File: config.mk
export PLATFORM = sky130hd
export DESIGN_NAME = vf_rid_gen
export DESIGN_NICKNAME = d
export VERILOG_FILES = /design/src/rtl/vf_rid_pkg.sv /design/src/rtl/vf_rid_range.sv /design/src/rtl/vf_rid_lookup.sv /design/src/rtl/vf_rid_derive.sv /design/src/rtl/vf_rid_gen.sv
export SDC_FILE = /design/constraint.sdc
export NUM_CORES = 1
export LEC_CHECK = 0
export ABC_AREA = 1
export ABC_CLOCK_PERIOD_IN_PS = 24100
export CORE_MARGIN = 10
export CORE_UTILIZATION = 30
export CTS_CLUSTER_DIAMETER = 120
export DETAILED_ROUTE_END_ITERATION = 12
export SYNTH_ARGS = -nofsm -noshare
export SYNTH_HDL_FRONTEND = slang
export SYNTH_HIERARCHICAL = 1
export SYNTH_SLANG_ARGS = --single-unit
File: constraint.sdc
create_clock -name clk_i -period 24.1 [get_ports clk_i]
set_input_delay 3.615 -clock clk_i [delete_from_list [all_inputs] [get_ports clk_i]]
set_output_delay 3.615 -clock clk_i [all_outputs]
set_load 0.01 [all_outputs]
File: src/rtl/vf_rid_pkg.sv
package vf_rid_pkg;
  typedef enum logic [1:0] {
    OBS_FIRST  = 2'd0,
    OBS_SECOND = 2'd1,
    OBS_REST   = 2'd2
  } obs_phase_e;
endpackage

File: src/rtl/vf_rid_range.sv
module vf_rid_range #(
  parameter int FN_W  = 8,
  parameter int OFS_W = 16,
  parameter int CNT_W = 16
) (
  input  logic [FN_W-1:0]  pf_fn_i,
  input  logic [OFS_W-1:0] offset_i,
  input  logic [OFS_W-1:0] stride_i,
  input  logic [CNT_W-1:0] total_i,
  output logic             err_o
);
  localparam int WIDE_W = FN_W + OFS_W + CNT_W + 1;
  localparam logic [WIDE_W-1:0] LIMIT = WIDE_W'(1) << FN_W;

  logic [CNT_W-1:0]  last_idx;
  logic [WIDE_W-1:0] last_fn;

  always_comb begin
    last_idx = total_i - CNT_W'(1);
    last_fn  = WIDE_W'(pf_fn_i) + WIDE_W'(offset_i)
             + WIDE_W'(last_idx) * WIDE_W'(stride_i);
    err_o    = (total_i != '0) && (last_fn >= LIMIT);
  end
endmodule

File: src/rtl/vf_rid_lookup.sv
module vf_rid_lookup #(
  parameter int FN_W  = 8,
  parameter int OFS_W = 16,
  parameter int CNT_W = 16
) (
  input  logic             clk_i,
  input  logic             rst_ni,
  input  logic [FN_W-1:0]  pf_fn_i,
  input  logic [OFS_W-1:0] offset_i,
  input  logic [OFS_W-1:0] stride_i,
  input  logic [CNT_W-1:0] num_i,
  input  logic             en_i,
  input  logic [CNT_W-1:0] idx_i,
  output logic [FN_W-1:0]  fn_o,
  output logic             vld_o
);
  localparam int WIDE_W = FN_W + OFS_W + CNT_W + 1;

  logic [CNT_W-1:0]  live_cnt;
  logic              hit;
  logic [WIDE_W-1:0] rid_w;
  logic [FN_W-1:0]   fn_q;
  logic              vld_q;

  always_comb begin
    live_cnt = en_i ? num_i : '0;
    hit      = idx_i < live_cnt;
    rid_w    = WIDE_W'(pf_fn_i) + WIDE_W'(offset_i)
             + WIDE_W'(idx_i) * WIDE_W'(stride_i);
  end

  always_ff @(posedge clk_i or negedge rst_ni) begin
    if (!rst_ni) begin
      fn_q  <= '0;
      vld_q <= 1'b0;
    end else begin
      vld_q <= hit;
      fn_q  <= hit ? rid_w[FN_W-1:0] : '0;
    end
  end

  assign fn_o  = fn_q;
  assign vld_o = vld_q;
endmodule

File: src/rtl/vf_rid_derive.sv
module vf_rid_derive
  import vf_rid_pkg::*;
#(
  parameter int FN_W  = 8,
  parameter int CNT_W = 16
) (
  input  logic            clk_i,
  input  logic            rst_ni,
  input  logic [FN_W-1:0] pf_fn_i,
  input  logic            clr_i,
  input  logic            vld_i,
  input  logic [FN_W-1:0] fn_i,
  output logic [FN_W-1:0] offset_o,
  output logic [FN_W-1:0] stride_o,
  output logic            err_o
);
  localparam int WIDE_W = FN_W + CNT_W + 1;

  obs_phase_e        phase_q;
  logic [CNT_W-1:0]  cnt_q;
  logic [FN_W-1:0]   first_q;
  logic [FN_W-1:0]   stride_q;
  logic              err_q;
  logic [WIDE_W-1:0] span_w;
  logic [WIDE_W-1:0] want_w;
  logic              below_first;

  always_comb begin
    below_first = fn_i < first_q;
    span_w      = WIDE_W'(fn_i) - WIDE_W'(first_q);
    want_w      = WIDE_W'(cnt_q) * WIDE_W'(stride_q);
  end

  always_ff @(posedge clk_i or negedge rst_ni) begin
    if (!rst_ni) begin
      phase_q  <= OBS_FIRST;
      cnt_q    <= '0;
      first_q  <= '0;
      stride_q <= '0;
      err_q    <= 1'b0;
    end else if (clr_i) begin
      phase_q  <= OBS_FIRST;
      cnt_q    <= '0;
      first_q  <= '0;
      stride_q <= '0;
      err_q    <= 1'b0;
    end else if (vld_i) begin
      if (cnt_q != '1) cnt_q <= cnt_q + CNT_W'(1);
      unique case (phase_q)
        OBS_FIRST: begin
          first_q <= fn_i;
          phase_q <= OBS_SECOND;
          if (fn_i <= pf_fn_i) err_q <= 1'b1;
        end
        OBS_SECOND: begin
          stride_q <= fn_i - first_q;
          phase_q  <= OBS_REST;
          if (below_first) err_q <= 1'b1;
        end
        default: begin
          if (below_first || (span_w != want_w)) err_q <= 1'b1;
        end
      endcase
    end
  end

  assign offset_o = (phase_q == OBS_FIRST) ? '0 : first_q - pf_fn_i;
  assign stride_o = stride_q;
  assign err_o    = err_q;
endmodule

File: src/rtl/vf_rid_gen.sv
module vf_rid_gen #(
  parameter int FN_W  = 8,
  parameter int OFS_W = 16,
  parameter int CNT_W = 16
) (
  input  logic             clk_i,
  input  logic             rst_ni,
  input  logic [FN_W-1:0]  pf_fn_i,
  input  logic [OFS_W-1:0] vf_offset_i,
  input  logic [OFS_W-1:0] vf_stride_i,
  input  logic [CNT_W-1:0] total_vfs_i,
  input  logic [CNT_W-1:0] num_vfs_i,
  input  logic             vf_en_i,
  input  logic [CNT_W-1:0] idx_i,
  output logic [FN_W-1:0]  vf_fn_o,
  output logic             vf_vld_o,
  output logic             cfg_err_o,
  input  logic             obs_clr_i,
  input  logic             obs_vld_i,
  input  logic [FN_W-1:0]  obs_fn_i,
  output logic [FN_W-1:0]  drv_offset_o,
  output logic [FN_W-1:0]  drv_stride_o,
  output logic             drv_err_o
);
  vf_rid_range #(.FN_W(FN_W), .OFS_W(OFS_W), .CNT_W(CNT_W)) u_range (
    .pf_fn_i  (pf_fn_i),
    .offset_i (vf_offset_i),
    .stride_i (vf_stride_i),
    .total_i  (total_vfs_i),
    .err_o    (cfg_err_o)
  );

  vf_rid_lookup #(.FN_W(FN_W), .OFS_W(OFS_W), .CNT_W(CNT_W)) u_lookup (
    .clk_i    (clk_i),
    .rst_ni   (rst_ni),
    .pf_fn_i  (pf_fn_i),
    .offset_i (vf_offset_i),
    .stride_i (vf_stride_i),
    .num_i    (num_vfs_i),
    .en_i     (vf_en_i),
    .idx_i    (idx_i),
    .fn_o     (vf_fn_o),
    .vld_o    (vf_vld_o)
  );

  vf_rid_derive #(.FN_W(FN_W), .CNT_W(CNT_W)) u_derive (
    .clk_i    (clk_i),
    .rst_ni   (rst_ni),
    .pf_fn_i  (pf_fn_i),
    .clr_i    (obs_clr_i),
    .vld_i    (obs_vld_i),
    .fn_i     (obs_fn_i),
    .offset_o (drv_offset_o),
    .stride_o (drv_stride_o),
    .err_o    (drv_err_o)
  );
endmodule

==> results of run 1 <==
routing by layer:
layer	GRT usage (%)	routed length [microns]	vias to the layer above
li1	-	-	8558
met1	20.4	26900	8091
met2	22.3	23700	464
met3	3.35	4360	36
met4	2.36	856	2
met5	0	9	-
stage by stage:
stage	utilization [%]	cells
finish	33.8	3827
global route	33.8	3827
CTS	33.8	3827
detailed placement	33.6	3819
global placement	33.6	3819
floorplan	-	2882
synthesized netlist by cell type, types with 2 or more instances:
cell type / n / area share (%)
sky130_fd_sc_hd__o41ai_1: 2 / 0.088
sky130_fd_sc_hd__and3_1: 2 / 0.063
sky130_fd_sc_hd__nand3_2: 8 / 0.40
sky130_fd_sc_hd__nor2_4: 3 / 0.17
sky130_fd_sc_hd__nand4_1: 18 / 0.56
sky130_fd_sc_hd__xnor2_1: 12 / 0.53
sky130_fd_sc_hd__a21o_1: 4 / 0.15
sky130_fd_sc_hd__a21oi_1: 67 / 1.7
sky130_fd_sc_hd__inv_1: 762 / 14
sky130_fd_sc_hd__and2_1: 6 / 0.19
sky130_fd_sc_hd__xor2_1: 15 / 0.66
sky130_fd_sc_hd__nand2_4: 3 / 0.17
sky130_fd_sc_hd__fa_1: 327 / 33
sky130_fd_sc_hd__nor2_2: 17 / 0.53
sky130_fd_sc_hd__o21ai_1: 3 / 0.075
sky130_fd_sc_hd__ha_1: 224 / 14
sky130_fd_sc_hd__clkinv_1: 5 / 0.094
sky130_fd_sc_hd__buf_2: 9 / 0.23
sky130_fd_sc_hd__nand3b_4: 2 / 0.20
sky130_fd_sc_hd__nor2_1: 247 / 4.6
sky130_fd_sc_hd__nor3_1: 10 / 0.25
sky130_fd_sc_hd__nand3b_1: 12 / 0.45
sky130_fd_sc_hd__clkbuf_1: 48 / 0.90
sky130_fd_sc_hd__nor4_1: 4 / 0.13
sky130_fd_sc_hd__o21ai_0: 25 / 0.63
sky130_fd_sc_hd__nand3_1: 104 / 2.6
sky130_fd_sc_hd__nor3_2: 4 / 0.20
sky130_fd_sc_hd__o22ai_1: 8 / 0.25
sky130_fd_sc_hd__nand2_2: 26 / 0.81
sky130_fd_sc_hd__or2_2: 8 / 0.25
sky130_fd_sc_hd__dfrtp_1: 44 / 5.5
sky130_fd_sc_hd__nand2_1: 819 / 15
sky130_fd_sc_hd__buf_6: 2 / 0.11
sky130_fd_sc_hd__o31ai_1: 5 / 0.19
sky130_fd_sc_hd__inv_2: 8 / 0.15
sky130_fd_sc_hd__a31oi_1: 3 / 0.094
sky130_fd_sc_hd__o21bai_1: 5 / 0.19
power groups by stage:
stage | logic (mW) | clock network, mW | registers (mW)
after floorplan | 2.01 | 0 | 0.0889
after global placement | 2.62 | 0 | 0.0941
after detailed placement | 2.63 | 0 | 0.0940
after CTS | 2.64 | 0.0736 | 0.0927
after global routing | 3.05 | 0.0758 | 0.0937
final | 2.61 | 0.0718 | 0.0926
cell usage in the layout, fill, tap and decap left out, types with 5 or more instances in the layout:
master / count
sky130_fd_sc_hd__inv_2: 8
sky130_fd_sc_hd__nand3_1: 104
sky130_fd_sc_hd__xor2_1: 15
sky130_fd_sc_hd__nand4_1: 18
sky130_fd_sc_hd__a21oi_1: 67
sky130_fd_sc_hd__clkinv_1: 5
sky130_fd_sc_hd__o22ai_1: 8
sky130_fd_sc_hd__nor3_1: 10
sky130_fd_sc_hd__clkbuf_16: 5
sky130_fd_sc_hd__o31ai_1: 5
sky130_fd_sc_hd__clkdlybuf4s50_1: 126
sky130_fd_sc_hd__xnor2_1: 12
sky130_fd_sc_hd__buf_4: 7
sky130_fd_sc_hd__nand3_2: 8
sky130_fd_sc_hd__ha_1: 224
sky130_fd_sc_hd__inv_1: 762
sky130_fd_sc_hd__nor2_2: 17
sky130_fd_sc_hd__and2_1: 6
sky130_fd_sc_hd__nand3b_1: 12
sky130_fd_sc_hd__dfrtp_1: 44
sky130_fd_sc_hd__o21bai_1: 5
sky130_fd_sc_hd__nor2_1: 247
sky130_fd_sc_hd__fa_1: 327
sky130_fd_sc_hd__o21ai_0: 25
sky130_fd_sc_hd__nand2_2: 26
sky130_fd_sc_hd__nand2_1: 819
sky130_fd_sc_hd__or2_2: 8
area by class of cell:
type                       instances  area, sq um
fill                            7097        43700
clock inverter                     1         7.51
timing repair buffer             134         1320
inverter                         776         2920
clock buffer                       7          143
sequential                        44         1100
tap                              864         1080
multi-input combinational       2001        15700
state kept, by name, indices dropped and copies added (netlist names):
signal,count
u_derive/err_o,1
u_lookup/vld_o,1
u_derive/phase_q,2
u_derive/first_q,8
u_lookup/fn_o,8
u_derive/cnt_q,16
u_derive/stride_o,8
worst reg2reg max path, delay by kind of cell (launching register included):
family                   cells  cell delay, ns
buffers and inverters        3            0.20
flip-flops                   1            0.81
adder cells (fa/ha/maj)      5            2.54
AND/OR/NAND/NOR             15            1.64
how the worst max path moves through the flow:
| stage | cells after the start | to | slack, ns |
|---|---|---|---|
| 2_1_floorplan | 37 | cfg_err_o | 11.26 |
| 3_3_place_gp | 37 | cfg_err_o | 9.07 |
| 3_5_place_dp | 37 | cfg_err_o | 9.17 |
| 4_1_cts | 37 | cfg_err_o | 9.14 |
| 5_1_grt | 37 | cfg_err_o | 8.56 |
| 6_report | 36 | cfg_err_o | 9.06 |
kinds of logic after synthesis:
logic type / share of synthesized area [%]
AO/OA/AOI/OAI: 3.53
XOR/XNOR: 1.26
adder cells (fa/ha/maj): 46.7
buffers and inverters: 15.9
flip-flops: 5.51
AND/OR/NAND/NOR: 27.1
==> results.txt, run 1 <==
Counting both buffers and inverters, the worst setup path holds a total of 14. The global-route wire length before repair came out at 91.0 mm. The cell depth of the worst flop-to-flop path is 23.

In this run the power density over the cells is between 100 and 150 nW/um^2. The kind of start point of the critical path is an input pin. Setup slack closes at 9.06 ns. The mean instance size in the synthesized netlist is between 6 and 7 sq um.

The total non-filler cell area in the finished layout came out at around 22,000 sq um. Among all stages on the critical path, the largest delay is contributed by sky130_fd_sc_hd__fa_1. The total die area is about 77,000 sq um. The cell leakage power is 12.4 nW. The initialized floorplan defines 94 standard-cell rows. The endpoint of the worst hold path is u_derive/first_q[0]. The number of distinct library cell variants in the gate-level netlist after synthesis came out at between 40 and 50. The required time of the critical path came out at approximately 20 ns. The CTS sink count is 44. Of the total power, the share spent switching nets is 61.3%. The sum of negative setup slack is 0 ns.

The register clock-pin slew on the reported worst setup and hold paths is about 0.06 ns. After detailed routing, the number of vias per cell comes to 4.48. In this design, the largest share of critical-path delay is due to adder cells.

The number of global-route vias before repair came out at 17,203. The cell area after placement is around 22,000 sq um. After detailed routing, the number of remaining DRC violations is 0. The total overflow reported by the global router is 0. Dividing the detail-routed wire length by the instance count gives 14.6 microns. At the end of routability-driven placement, the weighted congestion stood at 0.910. The synthesized design contains 0 enable-type register cells. At the end of the flow, the number of nets in the layout was 3,614. The register-to-register setup slack came out at about 19 ns.

The area added between synthesis and finish is 11.5%. The critical path endpoint category is a primary output. The clock share of power came out at about 2.6%.

The headroom to the max-slew limit came out at 35.6%. The number of antenna violations at the first check in global routing came to 1. The cts-stage hold buffer count came out at 0. After clock tree synthesis, the setup repair step added 0 buffers. The total of cells resized after clock tree synthesis came out at 0.

For this run, the total global-route usage over all layers was measured as 14.4%. The final route contains 17,151 vias. The number of search-and-repair iterations in the first detailed-routing pass came out at 5. The placeable core region came out at 66,000 sq um. The maximum clock rate came out at 0.0665 GHz.

In this run the critical register-to-register path is launched from u_derive/stride_o[7]. Final hold analysis gives a worst-case slack of 0.590 ns. OpenSTA, run right after detailed placement, puts the worst setup slack at 9.17 ns. The share of post-route cells with drive strength above 1 is ~3.3%. The transition time at the pin with the least slew margin is 0.960 ns.

The detailed router finished its first iteration with 1,133 violations. The internal power is 1.07 mW. The maximum clock path buffer count came out at 2. For this configuration, the core starts out at a cell density of slightly above 30%. The classification of the worst setup path is input pin to primary output. The die outline height is 278 microns. The number of max-slew violations in the final report came out at 0.

The die boundary width is ~280 microns. The sequential fraction of design power is under 10%. Setup repair after global routing left no endpoint under its margin. The CTS tree is built. The most instantiated flip-flop cell in the synthesis netlist is sky130_fd_sc_hd__dfrtp_1. The peak supply drop is approximately 0.19 mV. The net switching power figure is approximately 1.7 mW.

The endpoint identified for the worst register-to-register timing path is u_derive/err_o. The CTS H-tree depth is 2. The shortest clock period the worst path allows after layout is 15.04 ns. For this run, the number of Yosys warnings is 6. Entering global routing, the biggest net connects 45 pins.

At the later pin of the worst-skew pair, clock insertion delay measures 0.29 ns. The number of port buffers came out at 127. The run finished with clean final reports. Counting every net in the synthesized netlist gives 3,534. The maximum clock skew at final layout came out at 0.00842 ns. The HPWL reported at the end of detailed placement is 49.1 mm. Once detail routing completed, the nets flagged for antenna violations numbered 0. The final count of hold timing violations came to 0.

The total length of routed wires came out at 55.8 mm. The final count of negative-setup-slack endpoints is 0. In this run the worst setup path begins at total_vfs_i[0]. The I/O pin total is between 100 and 150. For the worst setup path, the data arrival time is 11.42 ns.

The fraction of power consumed by combinational cells came out at 94.1%. The startpoint identified for the worst hold timing path is u_derive/first_q[0]. The post-synthesis instance area is 20,000 sq um.

The number of maximum-capacitance constraint violations came out at 0. The number of CTS-inserted buffers came out at 5. The synthesized design contains 44 register bits.

The maximum fanout count along the critical path came out at 13. The sum of internal, switching and leakage power came out at 2.77 mW. The number of stages on the worst hold path is 2. After layout, the worst path uses 62.4% of the clock period. The portion of the post-synthesis area used by sequential elements came out at 5.51%. The tree is rooted in a sky130_fd_sc_hd__clkbuf_16.

The count of inserted antenna diode cells came out at 0. For this run, the slowest stage of the critical path takes 0.55 ns. The number of cells produced by synthesis is 2,882. Among the stages of the critical path, the cell type that occurs most often is sky130_fd_sc_hd__inv_1. The share of synthesized registers carrying an async set or reset came out at between 90% and 100%. In this run the worst hold path is classified as flip-flop to flip-flop.
Power figures use the tool's default switching activity.
==> run 2, diff against run 1 <==
Settings changed: ABC_CLOCK_PERIOD_IN_PS 24100 to 15600.
Clock period 24.1 ns to 15.6 ns, I/O delays scaled along.
==> run 2 against run 1 <==
  * Clock skew shrank 0.0026 ns
  * Count of clock-buffer cells in the layout is the same
  * Routed wire length grew 0.91%
  * Via count grew 0.78%
  * Worst setup slack lost 6.0 ns
  * Final area is the same
  * Critical path depth grew 1
  * Final cell count is the same
  * Clock power grew 56%
  * Hold slack lost 0.029 ns
  * Flip-flop and latch count is the same
  * Register-to-register slack lost 8.5 ns
  * Critical path type unchanged
  * Highest routed layer unchanged
==> results.txt, run 2 (synthesis results as in run 1) <==
The number of rows in the core area is 94 (unchanged). The CTS tree was built (unchanged). The data arrival at the endpoint of the critical path is 10.16 ns (was 11.42 ns). Unrepaired setup endpoints after global routing: no (unchanged). The cell area after placement came out at 22,100 sq um (unchanged).

The cell occurring most often along the worst timing path is sky130_fd_sc_hd__inv_1 (unchanged). The placeable core region came out at 66,000 sq um (unchanged). The buffer count from post-CTS setup fixing is 0 (unchanged). The sum of negative setup slack is 0 ns (unchanged). The classification of the worst setup path is input pin to primary output (unchanged). The power per unit of standard cell area is 194 nW/um^2 (was 124 nW/um^2).

The worst hold slack is 0.561 ns (was 0.590 ns). The ratio of routed vias to standard cells came out at 4.52 (was 4.48). The maximum clock rate came out at 0.0800 GHz. The number of max-slew violations in the final report is 0 (unchanged). The required time of the critical path is 13.26 ns (was 20.48 ns). The cell at the root of the clock tree is sky130_fd_sc_hd__clkbuf_16 (unchanged). The headroom to the max-slew limit came out at 35.3% (was 35.6%). The switching share of total power came out at 61.6% (was 61.3%). The shortest clock period the worst path allows after layout came out at about 13 ns. The number of standard cells in the layout, taps in and fillers out came out at 3,827 (unchanged).

The total of cells resized after clock tree synthesis is 0 (unchanged). The number of flip-flops in the largest register came out at 16 (unchanged). The register clock-pin slew on the reported worst setup and hold paths came out at 0.07 ns (was 0.06 ns). The fraction of power consumed by combinational cells came out at 94.1% (about the same). The total instance count after detailed placement is 3,819 (unchanged).

The CTS sink count is 44 (unchanged). The detail-routed net length per standard cell came out at 14.7 microns (was 14.6 microns). The cts-stage hold buffer count is 0 (unchanged). The final count of hold timing violations came out at 0 (unchanged). The register bank with the most flops is u_derive/cnt_q (unchanged). The maximum clock path buffer count came to 2 (unchanged). The peak supply drop came to 0.266 mV (was 0.190 mV). The global-route wire length before repair came out at 92.3 mm (was 91.0 mm). The total die area is 77,400 sq um (unchanged). The transition time at the pin with the least slew margin came out at 0.964 ns (was 0.960 ns). The number of search-and-repair iterations in the first detailed-routing pass came to 5 (unchanged). The number of antenna violations at the first check in global routing is 1 (unchanged). The number of CTS-inserted buffers came to 5 (unchanged). The slowest stage cell on the critical path is sky130_fd_sc_hd__fa_1 (unchanged). The internal power is 1.66 mW (was 1.07 mW).

The total non-filler cell area in the finished layout came out at 22,300 sq um (unchanged). The cell leakage power came out at 12.4 nW (about the same). The initial cell density of the core is 30.3% (unchanged).

Commonest cells after routing, fill and taps aside: sky130_fd_sc_hd__nand2_1, sky130_fd_sc_hd__inv_1, sky130_fd_sc_hd__fa_1 (unchanged). The net switching power figure is 2.66 mW (was 1.70 mW). The kind of start point of the critical path is an input pin (unchanged). The clock share of power is 2.6% (about the same). The critical path endpoint category is a primary output (unchanged). The sequential fraction of design power is 3.3% (about the same).

Status: complete, no violations (unchanged). The maximum clock skew at final layout is 0.00583 ns (was 0.00842 ns). The number of port buffers came out at 127 (unchanged). The HPWL reported at the end of detailed placement is 49.3 mm (was 49.1 mm). The maximum cell stage delay along the critical path came out at 0.55 ns (about the same).

The overall global routing resource usage was 14.6% (was 14.4%). The die boundary width came out at 278 microns (unchanged). The global placement routability congestion is 0.909 (was 0.910). The most common cell after layout, fill and taps aside is sky130_fd_sc_hd__nand2_1 (unchanged).

The total length of routed wires was 56.3 mm (was 55.8 mm). The final critical-path share of the clock period is 80.1%. The pin count of the biggest net entering global routing is 45 (unchanged). The die outline height was 278 microns (unchanged). The total vias in the final route is 17,285 (was 17,151). The count of antenna-violating nets left after detailed routing is 0 (unchanged).

The layout net count is 3,614 (unchanged). The total DRC errors in the routed layout came to 0 (unchanged). The share of post-route cells with drive strength above 1 is 3.31% (unchanged). The CTS H-tree depth is 2 (unchanged).

The maximum fanout count along the critical path came to 13 (unchanged). The count of routing violations after the opening detailed-route iteration came out at 1,137 (was 1,133). The final count of negative-setup-slack endpoints came out at 0 (unchanged). The worst min-delay path category is flip-flop to flip-flop (unchanged).

The number of global-route vias before repair was 17,371 (was 17,203). The later-pin clock latency in the skew report came out at 0.29 ns (about the same). The number of maximum-capacitance constraint violations came out at 0 (unchanged). The count of inserted antenna diode cells came to 0 (unchanged). The I/O pin total is 128 (unchanged). The total overflow reported by the global router is 0 (unchanged).

The area added between synthesis and finish is 11.5% (unchanged).
[run 2: cell counts in the layout (fill, tap and decap cells not counted)]
No cell type changed its count.
[run 2: layout make-up]
cell class / instances / area, sq um
Clock buffer: 7 / 143
Clock inverter: 1 / 7.51
Multi-Input combinational cell: 2001 / 15700
Fill cell: 7078 / 43700
Timing Repair Buffer: 134 / 1320
Sequential cell: 44 / 1100
Inverter: 776 / 2920
Tap cell: 864 / 1080
[run 2: power groups by stage]
stage	clock network [mW]	registers, mW	logic, mW
after global routing	0.118	0.146	4.73
after detailed placement	0	0.146	4.08
after global placement	0	0.146	4.07
final	0.112	0.144	4.06
after CTS	0.114	0.144	4.10
after floorplan	0	0.137	3.10
[run 2: metal layers]
layer | wire length, microns | share of wire [%] | GRT usage, %
met5 | 13 | 0.023 | 0
met1 | 27100 | 48 | 20.9
met2 | 24100 | 43 | 22.6
met3 | 4180 | 7.4 | 2.80
met4 | 968 | 1.7 | 2.56
[run 2: worst paths after layout]
check                                          start                  to  slack (ns)  depth (start not counted)
worst max-delay path                  total_vfs_i[0]           cfg_err_o        3.10                         37
worst min-delay path                  u_derive/err_o      u_derive/err_o        0.56                          2
worst max register to register  u_derive/stride_o[7]      u_derive/err_o       10.32                         23
worst min register to register        u_derive/err_o      u_derive/err_o        0.56                          2
max in group asynchronous                     rst_ni  u_derive/cnt_q[15]       13.06                          2
min in group asynchronous                     rst_ni    u_lookup/fn_o[3]        2.13                          2
[run 2: through the flow]
stage	util, %	total power, mW	setup slack (ns)
finish	33.8	4.32	3.10
global route	33.8	5.00	2.47
CTS	33.8	4.36	3.15
detailed placement	33.6	4.22	3.18
global placement	33.6	4.22	3.11
floorplan	-	3.24	5.31
[run 2: worst max-delay path, delay by kind of cell]
kind / cells / cell delay (ns)
and+or+nand+nor: 16 / 2.15
AOI/OAI and AO/OA: 1 / 0.23
adders and majority gates: 7 / 3.36
buffers and inverters: 13 / 2.06
